### config.mk
export PLATFORM = sky130hd
export DESIGN_NAME = flash_erase_seq
export DESIGN_NICKNAME = d
export VERILOG_FILES = /design/src/rtl/flash_seq_pkg.sv /design/src/rtl/flash_array.sv /design/src/rtl/flash_busy_timer.sv /design/src/rtl/flash_cmd_fsm.sv /design/src/rtl/flash_erase_seq.sv
export SDC_FILE = /design/constraint.sdc
export NUM_CORES = 1
export LEC_CHECK = 0
export BUFFER_PORTS_ARGS = -buffer_cell sky130_fd_sc_hd__buf_2
export CAP_MARGIN = 20
export CORE_MARGIN = 1
export CORE_UTILIZATION = 30
export CTS_BUF_LIST = sky130_fd_sc_hd__clkbuf_8
export CTS_CLUSTER_DIAMETER = 200
export DETAILED_ROUTE_END_ITERATION = 16
export PLACE_DENSITY_LB_ADDON = 0.25
export SYNTH_ARGS = -nofsm -noshare
export SYNTH_HDL_FRONTEND = slang
export SYNTH_HIERARCHICAL = 1
export SYNTH_SLANG_ARGS = --single-unit
### constraint.sdc
create_clock -name clk_i -period 3.7 [get_ports clk_i]
set_input_delay 0.37 -clock clk_i [delete_from_list [all_inputs] [get_ports clk_i]]
set_output_delay 0.37 -clock clk_i [all_outputs]
set_load 0.02 [all_outputs]
### src/rtl/flash_seq_pkg.sv
package flash_seq_pkg;
  typedef enum logic [2:0] {
    ST_IDLE,
    ST_ERS_SETUP,
    ST_BC_SETUP,
    ST_ERASING,
    ST_BLANKCHK
  } seq_state_e;

  localparam logic [7:0] CMD_ERS_SETUP   = 8'h20;
  localparam logic [7:0] CMD_ERS_CONFIRM = 8'hD0;
  localparam logic [7:0] CMD_BC_SETUP    = 8'hBC;
  localparam logic [7:0] CMD_BC_CONFIRM  = 8'hCB;
  localparam logic [7:0] CMD_CLR_SR      = 8'h50;
  localparam logic [7:0] CMD_RD_ARRAY    = 8'hFF;

  localparam int SR_READY   = 7;
  localparam int SR_FAIL    = 5;
  localparam int SR_SEQ     = 4;
  localparam int SR_VPP     = 3;
  localparam int SR_LOCK    = 1;
  localparam int SR_ERASING = 0;
endpackage

### src/rtl/flash_array.sv
module flash_array #(
  parameter int NB = 4,
  parameter int NW = 8,
  parameter int WW = 16,
  parameter logic [WW-1:0] INIT_WORD = '0,
  localparam int BW = $clog2(NB),
  localparam int AW = $clog2(NB) + $clog2(NW)
) (
  input  logic          clk_i,
  input  logic          rst_ni,
  input  logic          erase_i,
  input  logic [BW-1:0] erase_blk_i,
  input  logic [AW-1:0] rd_addr_i,
  output logic [WW-1:0] rd_data_o,
  input  logic [AW-1:0] scan_addr_i,
  output logic [WW-1:0] scan_data_o
);
  logic [WW-1:0] words [NB*NW];

  for (genvar i = 0; i < NB*NW; i++) begin : g_word
    localparam logic [BW-1:0] WBLK = BW'(i / NW);
    logic [WW-1:0] q;
    always_ff @(posedge clk_i or negedge rst_ni) begin
      if (!rst_ni)                          q <= INIT_WORD;
      else if (erase_i && erase_blk_i == WBLK) q <= '1;
    end
    assign words[i] = q;
  end

  assign rd_data_o   = words[rd_addr_i];
  assign scan_data_o = words[scan_addr_i];
endmodule

### src/rtl/flash_busy_timer.sv
module flash_busy_timer #(
  parameter int CW = 5
) (
  input  logic          clk_i,
  input  logic          rst_ni,
  input  logic          start_i,
  input  logic [CW-1:0] limit_i,
  output logic          run_o,
  output logic [CW-1:0] cnt_o,
  output logic          last_o
);
  logic          run_q;
  logic [CW-1:0] cnt_q, limit_q;

  always_ff @(posedge clk_i or negedge rst_ni) begin
    if (!rst_ni) begin
      run_q   <= 1'b0;
      cnt_q   <= '0;
      limit_q <= '0;
    end else if (start_i) begin
      run_q   <= 1'b1;
      cnt_q   <= '0;
      limit_q <= limit_i;
    end else if (run_q) begin
      if (last_o) run_q <= 1'b0;
      else        cnt_q <= cnt_q + CW'(1);
    end
  end

  assign last_o = run_q && (cnt_q == limit_q - CW'(1));
  assign run_o  = run_q;
  assign cnt_o  = cnt_q;
endmodule

### src/rtl/flash_cmd_fsm.sv
module flash_cmd_fsm
  import flash_seq_pkg::*;
#(
  parameter int NB = 4,
  parameter int NW = 8,
  parameter int WW = 16,
  parameter int ERASE_CYCLES = 20,
  parameter int CW = 5,
  localparam int BW = $clog2(NB),
  localparam int AW = $clog2(NB) + $clog2(NW)
) (
  input  logic          clk_i,
  input  logic          rst_ni,
  input  logic          ce_i,
  input  logic          we_i,
  input  logic [AW-1:0] addr_i,
  input  logic [7:0]    wdata_i,
  input  logic          vpp_ok_i,
  input  logic [NB-1:0] lock_i,
  input  logic          timer_last_i,
  input  logic [WW-1:0] scan_data_i,
  output logic          timer_start_o,
  output logic [CW-1:0] timer_limit_o,
  output logic          erase_o,
  output logic [BW-1:0] op_blk_o,
  output seq_state_e    state_o,
  output logic [7:0]    sr_o,
  output logic          stat_mode_o
);
  seq_state_e    state_q;
  logic [BW-1:0] blk_q;
  logic          stat_q, dirty_q;
  logic          e_fail_q, e_seq_q, e_vpp_q, e_lock_q;

  logic          wr, same_blk, ers_ok, bc_ok, go_erase, go_bc, word_dirty;
  logic [BW-1:0] addr_blk;

  assign wr         = ce_i && we_i;
  assign addr_blk   = addr_i[AW-1 -: BW];
  assign same_blk   = addr_blk == blk_q;
  assign ers_ok     = wdata_i == CMD_ERS_CONFIRM && same_blk;
  assign bc_ok      = wdata_i == CMD_BC_CONFIRM && same_blk;
  assign go_erase   = wr && state_q == ST_ERS_SETUP && ers_ok && vpp_ok_i && !lock_i[blk_q];
  assign go_bc      = wr && state_q == ST_BC_SETUP && bc_ok;
  assign word_dirty = scan_data_i != '1;

  always_ff @(posedge clk_i or negedge rst_ni) begin
    if (!rst_ni) begin
      state_q  <= ST_IDLE;
      blk_q    <= '0;
      stat_q   <= 1'b0;
      dirty_q  <= 1'b0;
      e_fail_q <= 1'b0;
      e_seq_q  <= 1'b0;
      e_vpp_q  <= 1'b0;
      e_lock_q <= 1'b0;
    end else begin
      unique case (state_q)
        ST_IDLE: if (wr) begin
          unique case (wdata_i)
            CMD_ERS_SETUP: begin state_q <= ST_ERS_SETUP; blk_q <= addr_blk; stat_q <= 1'b1; end
            CMD_BC_SETUP:  begin state_q <= ST_BC_SETUP;  blk_q <= addr_blk; stat_q <= 1'b1; end
            CMD_CLR_SR: begin
              e_fail_q <= 1'b0; e_seq_q <= 1'b0; e_vpp_q <= 1'b0; e_lock_q <= 1'b0;
            end
            CMD_RD_ARRAY: stat_q <= 1'b0;
            default: ;
          endcase
        end
        ST_ERS_SETUP: if (wr) begin
          state_q <= ST_IDLE;
          if (!ers_ok) begin
            e_seq_q <= 1'b1; e_fail_q <= 1'b1;
          end else if (!vpp_ok_i) e_vpp_q <= 1'b1;
          else if (lock_i[blk_q]) e_lock_q <= 1'b1;
          else state_q <= ST_ERASING;
        end
        ST_BC_SETUP: if (wr) begin
          if (bc_ok) begin
            state_q <= ST_BLANKCHK;
            dirty_q <= 1'b0;
          end else begin
            state_q <= ST_IDLE;
            e_seq_q <= 1'b1; e_fail_q <= 1'b1;
          end
        end
        ST_ERASING: if (timer_last_i) state_q <= ST_IDLE;
        ST_BLANKCHK: begin
          if (word_dirty) dirty_q <= 1'b1;
          if (timer_last_i) begin
            state_q <= ST_IDLE;
            if (dirty_q || word_dirty) e_fail_q <= 1'b1;
          end
        end
        default: state_q <= ST_IDLE;
      endcase
    end
  end

  logic busy;
  assign busy          = state_q == ST_ERASING || state_q == ST_BLANKCHK;
  assign timer_start_o = go_erase || go_bc;
  assign timer_limit_o = go_erase ? CW'(ERASE_CYCLES) : CW'(NW);
  assign erase_o       = state_q == ST_ERASING && timer_last_i;
  assign op_blk_o      = blk_q;
  assign state_o       = state_q;
  assign stat_mode_o   = stat_q;
  assign sr_o = {!busy, 1'b0, e_fail_q, e_seq_q, e_vpp_q, 1'b0, e_lock_q,
                 state_q == ST_ERASING && same_blk};
endmodule

### src/rtl/flash_erase_seq.sv
module flash_erase_seq
  import flash_seq_pkg::*;
#(
  parameter int NUM_BLOCKS   = 4,
  parameter int BLOCK_WORDS  = 8,
  parameter int WORD_W       = 16,
  parameter int ERASE_CYCLES = 20,
  parameter logic [WORD_W-1:0] INIT_WORD = '0,
  localparam int BLK_W  = $clog2(NUM_BLOCKS),
  localparam int IDX_W  = $clog2(BLOCK_WORDS),
  localparam int ADDR_W = BLK_W + IDX_W,
  localparam int CNT_W  = $clog2((ERASE_CYCLES > BLOCK_WORDS ? ERASE_CYCLES : BLOCK_WORDS) + 1)
) (
  input  logic                  clk_i,
  input  logic                  rst_ni,
  input  logic                  ce_i,
  input  logic                  we_i,
  input  logic [ADDR_W-1:0]     addr_i,
  input  logic [7:0]            wdata_i,
  input  logic                  vpp_ok_i,
  input  logic [NUM_BLOCKS-1:0] lock_i,
  output logic [WORD_W-1:0]     rdata_o,
  output logic                  standby_o
);
  seq_state_e        state_w;
  logic [7:0]        sr_w;
  logic              stat_mode_w, timer_run_w, timer_last_w, timer_start_w, erase_w;
  logic [CNT_W-1:0]  timer_limit_w, timer_cnt_w;
  logic [BLK_W-1:0]  op_blk_w;
  logic [WORD_W-1:0] arr_data_w, scan_data_w;

  flash_cmd_fsm #(
    .NB(NUM_BLOCKS), .NW(BLOCK_WORDS), .WW(WORD_W),
    .ERASE_CYCLES(ERASE_CYCLES), .CW(CNT_W)
  ) u_fsm (
    .clk_i, .rst_ni, .ce_i, .we_i, .addr_i, .wdata_i, .vpp_ok_i, .lock_i,
    .timer_last_i  (timer_last_w),
    .scan_data_i   (scan_data_w),
    .timer_start_o (timer_start_w),
    .timer_limit_o (timer_limit_w),
    .erase_o       (erase_w),
    .op_blk_o      (op_blk_w),
    .state_o       (state_w),
    .sr_o          (sr_w),
    .stat_mode_o   (stat_mode_w)
  );

  flash_busy_timer #(.CW(CNT_W)) u_timer (
    .clk_i, .rst_ni,
    .start_i (timer_start_w),
    .limit_i (timer_limit_w),
    .run_o   (timer_run_w),
    .cnt_o   (timer_cnt_w),
    .last_o  (timer_last_w)
  );

  flash_array #(
    .NB(NUM_BLOCKS), .NW(BLOCK_WORDS), .WW(WORD_W), .INIT_WORD(INIT_WORD)
  ) u_array (
    .clk_i, .rst_ni,
    .erase_i     (erase_w),
    .erase_blk_i (op_blk_w),
    .rd_addr_i   (addr_i),
    .rd_data_o   (arr_data_w),
    .scan_addr_i ({op_blk_w, timer_cnt_w[IDX_W-1:0]}),
    .scan_data_o (scan_data_w)
  );

  assign rdata_o   = stat_mode_w ? WORD_W'(sr_w) : arr_data_w;
  assign standby_o = !ce_i && sr_w[SR_READY];
endmodule

==> results by stage, run 1 <==
Critical path:
- The depth of the worst register-to-register path is 11.
- The kind of capture point of the worst setup path is a flop.
- In this run the register-to-register setup slack is 0.84 ns.
- The worst setup path is of the flop to flop kind.
- The maximum net fanout on the critical path is 8.
- The arrival time reported for the critical path endpoint is a little over 3 ns.
- The endpoint required time on the critical path is around 3.9 ns.
- The endpoint of the lowest-slack register-to-register path is u_fsm/state_o[1].
- The worst setup path is launched from a flop.
- In this run the critical register-to-register path is launched from u_timer/limit_q[0].

Routing:
- The via total after detailed routing is around 1,500.
- Dividing the detail-routed via count by the number of cells gives ~4.7.
- Dividing the detail-routed wire length by the instance count gives around 13 um.
- The detailed router's first-iteration violation count is 44.
- The wire length reported by the detailed router is between 4000 and 5000 um.
- The remaining antenna violation count is 0.
- The first-pass iteration count of the detailed router is 4.
- The number of remaining DRC errors is 0.

CTS:
- TritonCTS built the clock tree.
- The total of cells resized after clock tree synthesis is 0.
- The insertion delay of the later-clocked pin in the worst-skew pair is around 0.27 ns.
- The count of hold-fix buffers inserted at cts is 0.
- Clock tree synthesis inserted a total of 3 buffers.
- The maximum count of clock buffers along a single path is 2.
- The tree built by TritonCTS fans out to 26 sinks.
- The level count of the clock H-tree is 1.
- The post-CTS setup buffer count is 0.
- After clock tree synthesis, the clock-pin slew on the worst setup and hold paths is about 0.090 ns.
- The cell chosen for the clock root is sky130_fd_sc_hd__clkbuf_8.

Yosys:
- Of the total synthesized cell area, the portion taken by XOR and XNOR cells is 0.02802.
- The share of synthesized area in the top cell type comes to 0.2973.
- Of the total synthesized cell area, the portion taken by full adders, half adders and majority gates is 0.01144.
- After synthesis the cells add up to around 2200 sq um.
- The average cell area after synthesis is 9.726 sq um.
- Summed over all instances, the cell type with the most area after synthesis is sky130_fd_sc_hd__dfrtp_1.
- The number of standard cells after synthesis is 225.
- Of the total synthesized cell area, the portion taken by AND, OR, NAND and NOR gates is 0.2499.
- The count of different cell masters after synthesis is 62.
- The flip-flop and latch count after synthesis is 26.
- The proportion of register bits with asynchronous set or reset after synthesis is 1.000.
- The number of warnings printed during yosys synthesis is 6.
- After synthesis, the largest family of logic cells by area is simple AND/OR/NAND/NOR gates.
- Counting flops with a built-in enable in the synthesized netlist gives 0.
- The part of the Yosys area used for sequential elements is 0.2973.
- The portion of synthesized area spent on multiplexers is 0.1178.
- After synthesis, the cell types taking the most area are sky130_fd_sc_hd__dfrtp_1, sky130_fd_sc_hd__buf_4, sky130_fd_sc_hd__mux2_2.
- The complex-gate fraction of the synthesized area was 0.1166.
- The dominant register cell in the synthesized netlist is sky130_fd_sc_hd__dfrtp_1.

Finish:
- Excluding fillers, the count of instances in the completed layout stands at approximately 320.
- The area added between synthesis and finish is 0.1714%.
- The total number of nets in the final design is roughly 250.
- Leaving out fill and tap cells, the most frequent cell in the layout is sky130_fd_sc_hd__buf_2.
- Leaving out fill and tap cells, the most frequent cells in the layout are sky130_fd_sc_hd__buf_2, sky130_fd_sc_hd__dfrtp_1, sky130_fd_sc_hd__nand2_1, sky130_fd_sc_hd__mux2_2.
- In the final layout, the share of cells above drive strength 1 is 0.3575.
- The number of diodes added for antenna fixing is 0.
- The final core utilization is 0.3174.

Global route:
- Entering global routing, the biggest net connects 27 pins.
- The via count of the first global-routing pass is 1,383.
- The number of antenna violations at the first check in global routing was 0.
- After global routing the overflow that remains totals 0.
- The first global-routing pass estimated between 6000 and 7000 um of wire.
- Across every metal layer, demand over resource in global routing totals 0.1099.

Floorplan:
- In this run the standard cell core region covers between 6000 and 7000 sq um.
- For this design the top-level I/O count stands at 39.
- The width of the die is about 87 um.
- The total number of placement rows is 30.
- The die outline area is about 7600 sq um.
- The initial core utilization is 0.3168.
- The die is around 87 um tall.

Placement:
- The post-detailed-placement half-perimeter wirelength is 3048 um.
- The cell total after placement is between 300 and 400.
- The number of buffer cells added on primary ports is 35.
- Routability-driven placement finished with a final weighted congestion of roughly 0.76.

Min path:
- The tightest min-delay check is of the primary input to async pin type.

STA:
- The clock period minus final worst setup slack is 2.858 ns.
- The final setup violation count is 0.
- Setup repair after global routing left no endpoint under its margin.
- The number of pins with negative max-slew slack in the final report came to 0.
- On the final layout, the worst clock skew is just over 0.005 ns.
- The final number of hold-violating endpoints is 0.
- Based on the critical path, the design can be clocked at up to 0.3499 GHz.
- Headroom to the max-slew limit came out at 0.5900.
- The setup total negative slack is 0 ns.
- The slew at the pin closest to its max-slew limit is 0.6150 ns.
- In the finished design, the share of the clock period the worst path needs comes to 0.7724.

Pwr:
- Across the VDD grid, the largest voltage drop is approximately 0.11 mV.
- The power density of the placed cells is ~230 nW/um^2.
- The net switching power figure is 0.0001136 W.
- Of the total power, registers draw 0.561.
- Internal power comes to 0.0003924 W.
- The share of total power dissipated in the clock network is 0.370.
- In this run the static leakage power is roughly 1 nW.
- The combinational share of power is 0.068.
- Of the total power, the share spent switching nets is 0.2245.

Outcome:
- The flow ran to the end, and the final reports show no timing, DRC or antenna violations.

Job:
- The number of max-capacitance violations reported is 0.
-- sequential cells by signal (all words and copies together) (netlist names) --
register,cells
u_fsm/e_fail_q,1
u_fsm/state_o,3
u_timer/cnt_o,5
u_fsm/stat_mode_o,1
u_array/g_word.q,4
u_fsm/e_lock_q,1
u_fsm/dirty_q,1
u_timer/limit_q,5
u_timer/run_o,1
u_fsm/op_blk_o,2
u_fsm/e_vpp_q,1
u_fsm/e_seq_q,1
-- power by group through the flow --
stage / sequential [W] / clock (W) / combinational [W]
finish: 0.000284 / 0.000187 / 0.0000345
global route: 0.000284 / 0.000210 / 0.0000391
CTS: 0.000284 / 0.000198 / 0.0000354
detailed placement: 0.000290 / 0 / 0.0000353
global placement: 0.000290 / 0 / 0.0000349
floorplan: 0.000290 / 0 / 0.0000149
-- routing by layer --
layer | track usage | wire (um) | vias up
li1 | - | - | 760
met1 | 0.1514 | 2051 | 693
met5 | 0 | 0 | -
met2 | 0.1811 | 1874 | 22
met3 | 0.02370 | 113 | 0
met4 | 0.01341 | 0 | 0
-- synth_stat cells, drive strengths merged (3+ instances only) --
library cell / n
nor3: 4
or3: 5
buf: 45
dfrtp: 26
nand3: 4
nor2b: 6
nand2: 13
xor2: 4
xnor2: 3
nand2b: 4
o21ai: 13
mux2: 15
mux4: 3
nor2: 8
and2b: 8
nand4: 10
inv: 8
a21oi: 6
-- critical path, cell delays in order (launching register included) --
cell and delay [ns]:
sky130_fd_sc_hd__dfrtp_1 0.39, sky130_fd_sc_hd__inv_1 0.07, sky130_fd_sc_hd__ha_1 0.25, sky130_fd_sc_hd__nor2b_1 0.14
sky130_fd_sc_hd__or3_4 0.34, sky130_fd_sc_hd__a311oi_4 0.44, sky130_fd_sc_hd__and2_1 0.32, sky130_fd_sc_hd__nand3_1 0.11
sky130_fd_sc_hd__o311a_1 0.15, sky130_fd_sc_hd__o31ai_1 0.06, sky130_fd_sc_hd__o221ai_1 0.18, sky130_fd_sc_hd__mux2_2 0.30
-- worst max-delay path by stage --
stage | start | to
4_1_cts | u_timer/limit_q[0] | u_fsm/state_o[1]
2_1_floorplan | u_timer/limit_q[0] | u_fsm/state_o[1]
3_5_place_dp | u_timer/limit_q[0] | u_fsm/state_o[1]
5_1_grt | u_timer/limit_q[0] | u_fsm/state_o[1]
6_report | u_timer/limit_q[0] | u_fsm/state_o[1]
3_3_place_gp | u_timer/limit_q[0] | u_fsm/state_o[1]
-- per-stage QoR --
stage | power, W | setup slack, ns | cell area, sq um | hold WS (ns)
final | 0.0005060 | 0.8421 | 2192 | 0.09597
after global routing | 0.0005333 | 0.6358 | 2192 | 0.1398
after CTS | 0.0005175 | 0.8232 | 2192 | 0.1273
after detailed placement | 0.0003250 | 0.8397 | 2137 | 0.4344
after global placement | 0.0003247 | 0.8391 | 2137 | 0.4245
after floorplan | 0.0003047 | 1.109 | 2200 | 0.07441
-- final cells by class --
cell class                      count  area, sq um
Timing Repair Buffer               35        175.2
Inverter                            8        30.03
Tap cell                           96        120.1
Fill cell                         764         4715
Multi-Input combinational cell    148         1161
Clock buffer                        4        55.05
Sequential cell                    26        650.6
-- logic make-up (layout without fill, tap and decap cells) --
logic type	count (synthesis)	count (layout)
and+or+nand+nor	80	80
AOI/OAI and AO/OA	36	36
muxes	19	19
adders and majority gates	2	2
DFF	26	26
buffers and inverters	54	47
xor gates and xnor gates	7	7
other	1	4
Power figures use the tool's default switching activity.
==> run 2: changes to the inputs <==
Clock period 3.7 ns to 2.4 ns, I/O delays scaled along.
==> results by stage, run 2 (synthesis results as in run 1) <==
Floorplan:
- In this run the horizontal extent of the chip is roughly 87 um.
- Measured along the y axis, the die boundary spans 87.41 um.
- The number of ports placed on the die boundary is 39.
- The die covers between 7000 and 8000 sq um.
- The initial utilization of the core area, before any placement, comes to 0.3168.
- The total number of placement rows is 30.
- The placeable core area is between 6000 and 7000 sq um.

Pwr:
- The cell leakage power is 1.071 nW.
- IR analysis of the VDD net gives a maximum drop of between 0.15 and 0.2 mV.
- Summing internal, switching and leakage power gives between 0.0007 and 0.0008 W.
- Dividing total power by cell area gives a power density of 332.7 nW/um^2.

CTS:
- Clock tree synthesis selected as its root buffer the cell sky130_fd_sc_hd__clkbuf_8.
- After clock tree synthesis, the flow added hold-fix buffers numbering 0.
- The level count of the clock H-tree is 1.
- The clock tree from TritonCTS is built.
- The number of buffers inserted during clock tree synthesis is 3.
- The insertion delay of the later-clocked pin in the worst-skew pair is about 0.27 ns.
- The maximum count of clock buffers along a single path is 2.
- The clock transition at the registers of the reported paths is roughly 0.1 ns.
- The tree built by TritonCTS fans out to 26 sinks.

STA:
- Setup repair after global routing could not meet its margin everywhere.
- The number of pins with negative max-slew slack in the final report is 0.
- The final setup violation count is 0.
- Across all setup checks in the final design, the least slack found is ~0.043 ns.
- Of the available clock period, the critical path in the final layout requires 0.9820.
- The slew at the pin closest to its max-slew limit is 0.6235 ns.
- The clock period minus final worst setup slack is around 2.4 ns.
- The final number of hold-violating endpoints is 26.
- Across all hold checks on the routed design, the worst slack comes to -0.02788 ns.
- The maximum frequency from static timing analysis is between 0.4 and 0.5 GHz.
- In this run the tightest slew margin relative to its limit is 0.5843.
- The setup skew after layout is 0.004823 ns.

Critical path:
- On the critical path the largest part of the delay comes from simple AND/OR/NAND/NOR gates.
- The critical path is of the flop to flop type.
- On the worst path, the slowest cell contributes a delay of 0.37 ns.
- Along the worst path, the maximum fanout reaches 4.
- The endpoint required time on the critical path is ~2.6 ns.
- On the critical path, the stage with the largest delay is an instance of sky130_fd_sc_hd__dfrtp_1.
- The kind of capture point of the worst setup path is a flop.
- The critical path goes through inv_2 > ha_4 > nor2b_4 > or3_4 > a311oi_4 > and2_4 > nand3_2 > o311a_1 > o31ai_2 > o221ai_2 > mux2_4.
- The endpoint identified for the worst register-to-register timing path is u_fsm/state_o[1].
- In this run the critical register-to-register path is launched from u_timer/limit_q[1].
- The worst register-to-register path has a setup slack of between 0.04 and 0.05 ns.
- The endpoint of the worst setup timing path is u_fsm/state_o[1].
- The arrival time reported for the critical path endpoint is approximately 2.5 ns.
- Counting both buffers and inverters, the worst setup path holds a total of 1.
- The depth of the worst register-to-register path is 11.
- The critical path starts at u_timer/limit_q[1].
- The startpoint type of the worst setup path is a flop.
- The critical path crosses 11 cells after its start point.

Finish:
- The count of cells in the finished layout, fillers not included, comes to about 330.
- The ratio of cells with drive above 1 in the final layout is 0.4407.
- The number of antenna diodes in the final layout is 0.
- The library cell used most frequently in the layout, excluding fill and tap cells, is sky130_fd_sc_hd__buf_2.
- After the last flow step, the layout net total stands at about 260.
- The finished layout cell area is 2359 sq um.
- The top cell types in the final layout, fill and taps aside, are sky130_fd_sc_hd__buf_2, sky130_fd_sc_hd__dfrtp_1, sky130_fd_sc_hd__buf_4, sky130_fd_sc_hd__nand2_1, sky130_fd_sc_hd__mux2_2.
- The area added between synthesis and finish is 7.776%.

Placement:
- The post-detailed-placement half-perimeter wirelength is between 3000 and 4000 um.
- The cell total after placement is roughly 320.
- Buffers placed on the I/O ports in this run total 35.
- At the end of routability-driven placement, the weighted congestion stood at between 0.7 and 0.8.
- The cell area reported after detailed placement is around 2200 sq um.
- The post-placement worst setup slack is around 0.034 ns.

Job:
- The number of max-capacitance violations reported is 0.

Routing:
- The via total after detailed routing is 1,598.
- The detail route stage leaves a number of antenna-violating nets equal to 0.
- In the routed layout, each cell is associated on average with a via count of around 4.8.
- The detailed router's first-iteration violation count is 46.
- After detailed routing, the number of remaining DRC violations is 0.
- For this run, the detailed router's first-pass iteration total came to 4.
- Dividing the detail-routed wire length by the instance count gives roughly 13 um.
- The final layout contains routed wiring with a total length of between 4000 and 5000 um.

Outcome:
- The checks that failed: hold timing.
- The flow ran to the end, but the final reports show violations.

Global route:
- The overall global routing resource usage is 0.1148.
- The total overflow left after global routing is 0.
- The number of antenna violations at the first check in global routing is 0.
- The first global-routing pass estimated 6969 um of wire.
- The most heavily used metal layer in global routing is met2.
- For met2 alone, demand over resource in global routing was 0.1832.
- The via count of the first global-routing pass is 1,455.
- In the global route stage, met1 resource usage came out at 0.1595.
- In the global route stage, met3 resource usage came out at 0.02464.
- The largest net degree at the start of global routing is 27.

Min path:
- The path class of the tightest hold or removal check is primary input to async pin.
-- run 2: through the flow --
step	util	setup TNS, ns
2_1_floorplan	-	-0.05426
3_3_place_gp	0.3236	0
3_5_place_dp	0.3236	0
6_report	0.3415	0
4_1_cts	0.3326	0
5_1_grt	0.3415	-0.08552
-- run 2: worst min-delay path by stage --
stage,start,end
finish,rst_ni,u_fsm/state_o[0]
global route,rst_ni,u_timer/limit_q[1]
CTS,rst_ni,u_timer/limit_q[1]
detailed placement,rst_ni,u_fsm/state_o[0]
global placement,rst_ni,u_fsm/stat_mode_o
floorplan,rst_ni,u_array/g_word[18].q[0]
-- run 2: report_power, final --
part	switching, W	leakage, nW	total, W	internal, W
Combinational	0.0000338	0.726	0.0000554	0.0000215
Sequential	0.000000179	0.316	0.000438	0.000438
Clock	0.000144	0.0288	0.000291	0.000147
Total	0.000179	1.07	0.000785	0.000606
-- run 2: timing repair --
action	in CTS	in global routing
endpoints found under the setup margin	1	5
pin swaps	0	5
setup buffers	1	3
resized for setup	0	8
gates cloned	0	0
-- run 2: worst register-to-register path: stages, from the launching register on --
cell and delay [ns]:
sky130_fd_sc_hd__dfrtp_1 0.37, sky130_fd_sc_hd__inv_2 0.05, sky130_fd_sc_hd__ha_4 0.17, sky130_fd_sc_hd__nor2b_4 0.12, sky130_fd_sc_hd__or3_4 0.34, sky130_fd_sc_hd__a311oi_4 0.27
sky130_fd_sc_hd__and2_4 0.19, sky130_fd_sc_hd__nand3_2 0.07, sky130_fd_sc_hd__o311a_1 0.12, sky130_fd_sc_hd__o31ai_2 0.08, sky130_fd_sc_hd__o221ai_2 0.16, sky130_fd_sc_hd__mux2_4 0.31
-- run 2: cell type report --
| type | count | area, sq um |
|---|---|---|
| fillers | 753 | 4548 |
| multi-input cells | 148 | 1215 |
| flip-flops and latches | 26 | 650.6 |
| repair buffers | 50 | 287.8 |
| well taps | 96 | 120.1 |
| clock buffers | 4 | 55.05 |
| inverters | 8 | 30.03 |
-- run 2: routing by layer --
metal | routed length (um) | vias up
met1 | 2044 | 771
met2 | 2017 | 35
li1 | - | 790
met3 | 188 | 2
met5 | 0 | -
met4 | 15 | 0
==> run 3: changes to the inputs <==
Settings changed: CORE_ASPECT_RATIO set to 1.1.
==> results by stage, run 3 (synthesis results as in run 1) <==
Finish:
- The total number of nets in the final design is 260.
- The library cell used most frequently in the layout, excluding fill and tap cells, is sky130_fd_sc_hd__buf_2.
- The repair_antennas step left the layout with diodes totalling 0.
- Once layout is complete, the cells apart from fillers number 319.
- Compared with the post-synthesis result, the final layout area differs by 6.404%.
- In the layout the commonest cells are sky130_fd_sc_hd__buf_2, sky130_fd_sc_hd__dfrtp_1, sky130_fd_sc_hd__buf_4, sky130_fd_sc_hd__nand2_1, sky130_fd_sc_hd__mux2_2.
- The ratio of cells with drive above 1 in the final layout is 0.4359.
- The count of fill cells added during filler insertion is between 700 and 800.
- The final core utilization is 0.3304.

Floorplan:
- From bottom edge to top edge, the die measures just over 90 um.
- The width of the die is between 80 and 90 um.
- The initial core utilization is 0.3105.
- The total number of placement rows is 32.
- The number of ports placed on the die boundary is 39.
- The die outline area is 7641 sq um.
- The floorplan step defined a core boundary enclosing 7047 sq um.

Critical path:
- The source of the worst register-to-register timing path is u_timer/limit_q[1].
- The endpoint required time on the critical path is about 2.6 ns.
- The arrival time reported for the critical path endpoint is 2.49 ns.
- The critical path start-end classification is flop to flop.
- The maximum net fanout on the critical path is 4.
- The kind of capture point of the worst setup path is a flop.
- The startpoint of the most critical setup path is u_timer/limit_q[1].
- The startpoint type of the worst setup path is a flop.

Placement:
- The number of placed instances, taps included, is between 300 and 400.
- During placement, the flow inserted port buffers numbering 35.
- The wire-length estimate of the detail-placed layout is roughly 3100 um.
- Routability-driven placement finished with a final weighted congestion of 0.7556.

Routing:
- The remaining antenna violation count is 0.
- In this run, the number of DRC markers left after iteration 0 of detailed routing was 84.
- The final layout contains routed wiring with a total length of 4085 um.
- The first-pass iteration count of the detailed router is 6.
- Dividing the detail-routed via count by the number of cells gives slightly below 5.
- Summing over every cut layer, the via total after detailed routing is 1,571.
- The number of remaining DRC errors is 0.
- The average detailed-routed wire length per instance is 12.81 um.

Pwr:
- Summed over all cells, the static leakage comes to 1.055 nW.
- Total power for the finished layout comes to 0.0007456 W.
- The power density of the placed cells is 320.2 nW/um^2.
- The worst-case IR drop observed on VDD is 0.1591 mV.

Outcome:
- The flow ran to the end, and the final reports show no timing, DRC or antenna violations.

STA:
- The final cycle utilization of the critical path is 0.9707.
- The final number of hold-violating endpoints is 0.
- The maximum frequency from static timing analysis is roughly 0.43 GHz.
- Setup repair after global routing could not meet its margin everywhere.
- The final setup violation count is 0.
- The clock period minus final worst setup slack is ~2.3 ns.
- The setup skew after layout is roughly 0.0032 ns.
- For the pin with the worst max-slew slack, the measured transition is 0.6259 ns.
- The number of pins with negative max-slew slack in the final report came to 0.
- Final hold analysis gives a worst-case slack of roughly 0.2 ns.
- In this run the tightest slew margin relative to its limit is 0.5827.

Global route:
- The via count of the first global-routing pass is approximately 1,500.
- The first-pass GRT wire length is 7058 um.
- Across every metal layer, demand over resource in global routing totals 0.1145.
- The total congestion overflow is 0.
- The largest net degree at the start of global routing is 27.
- The number of antenna violations at the first check in global routing is 0.

CTS:
- The number of buffers inserted during clock tree synthesis is 3.
- In this run the clock root is driven by a sky130_fd_sc_hd__clkbuf_8.
- The maximum count of clock buffers along a single path is 2.
- Clock latency on the worst-skew pair, taken at its later pin, is between 0.2 and 0.3 ns.
- The level count of the clock H-tree is 1.
- After clock tree synthesis, the clock-pin slew on the worst setup and hold paths is roughly 0.09 ns.
- For this design, the sink count on the clock tree is 26.
- TritonCTS built the clock tree.

Min path:
- In this run the most critical hold path is launched from vpp_ok_i.
- The kind of path behind the tightest hold check is primary input to flop.

Job:
- The number of max-capacitance violations reported is 0.
## run 3: worst max-delay path, stage by stage (launching register included)
cell and delay, ns:
sky130_fd_sc_hd__dfrtp_1 0.37, sky130_fd_sc_hd__inv_2 0.06, sky130_fd_sc_hd__ha_4 0.17, sky130_fd_sc_hd__nor2b_1 0.12, sky130_fd_sc_hd__or3_4 0.34, sky130_fd_sc_hd__a311oi_4 0.28, sky130_fd_sc_hd__and2_4 0.20, sky130_fd_sc_hd__nand3_2 0.07
sky130_fd_sc_hd__o311a_1 0.12, sky130_fd_sc_hd__o31ai_2 0.07, sky130_fd_sc_hd__o221ai_2 0.14, sky130_fd_sc_hd__mux2_2 0.28
## run 3: final timing paths
kind / to / slack (ns) / cells past startpoint
hold / removal: u_fsm/e_vpp_q / 0.20 / 2
max in group asynchronous: u_timer/cnt_o[1] / 1.48 / 2
hold reg to reg: u_fsm/dirty_q / 0.48 / 1
min in group asynchronous: u_timer/limit_q[0] / 0.51 / 2
setup / recovery: u_fsm/state_o[1] / 0.07 / 11
setup reg to reg: u_fsm/state_o[1] / 0.07 / 11
## run 3: layout make-up
type | instances | area [sq um] | share of cell area
clock buffers | 3 | 41.29 | 0.01773
repair buffers | 49 | 282.8 | 0.1214
flip-flops and latches | 26 | 650.6 | 0.2794
multi-input cells | 148 | 1217 | 0.5228
inverters | 8 | 30.03 | 0.01290
well taps | 85 | 106.4 | 0.04567
## run 3: per-stage QoR
stage	setup slack, ns	cell area, sq um	TNS, ns
CTS	-0.002263	2298	-0.002263
finish	0.07029	2328	0
floorplan	-0.05426	2215	-0.05426
global route	-0.06867	2328	-0.07202
global placement	0.02909	2228	0
detailed placement	-0.03680	2228	-0.03680
## run 3: report_power, final
group / internal [W] / switching (W) / total [W]
sequential: 0.000438 / 0.000000181 / 0.000438
combinational: 0.0000226 / 0.0000341 / 0.0000566
clock: 0.000113 / 0.000138 / 0.000251
total: 0.000573 / 0.000173 / 0.000746
## run 3: routing by layer
layer / part of all wire / wire length (um) / vias to the layer above / GRT usage
met5: 0 / 0 / - / 0
met3: 0.033 / 133 / 5 / 0.01818
met1: 0.46 / 1867 / 751 / 0.1467
met2: 0.50 / 2026 / 27 / 0.1947
met4: 0.014 / 58 / 0 / 0.04096
li1: - / - / 788 / -
## run 3: repair_timing
item                                   in CTS  in global routing
setup endpoints to repair                   2                  5
hold buffers                                1                  0
pin swaps                                   1                  3
setup buffers                               1                  0
gates resized for setup                     3                  5
endpoints found under the hold margin      23                  0
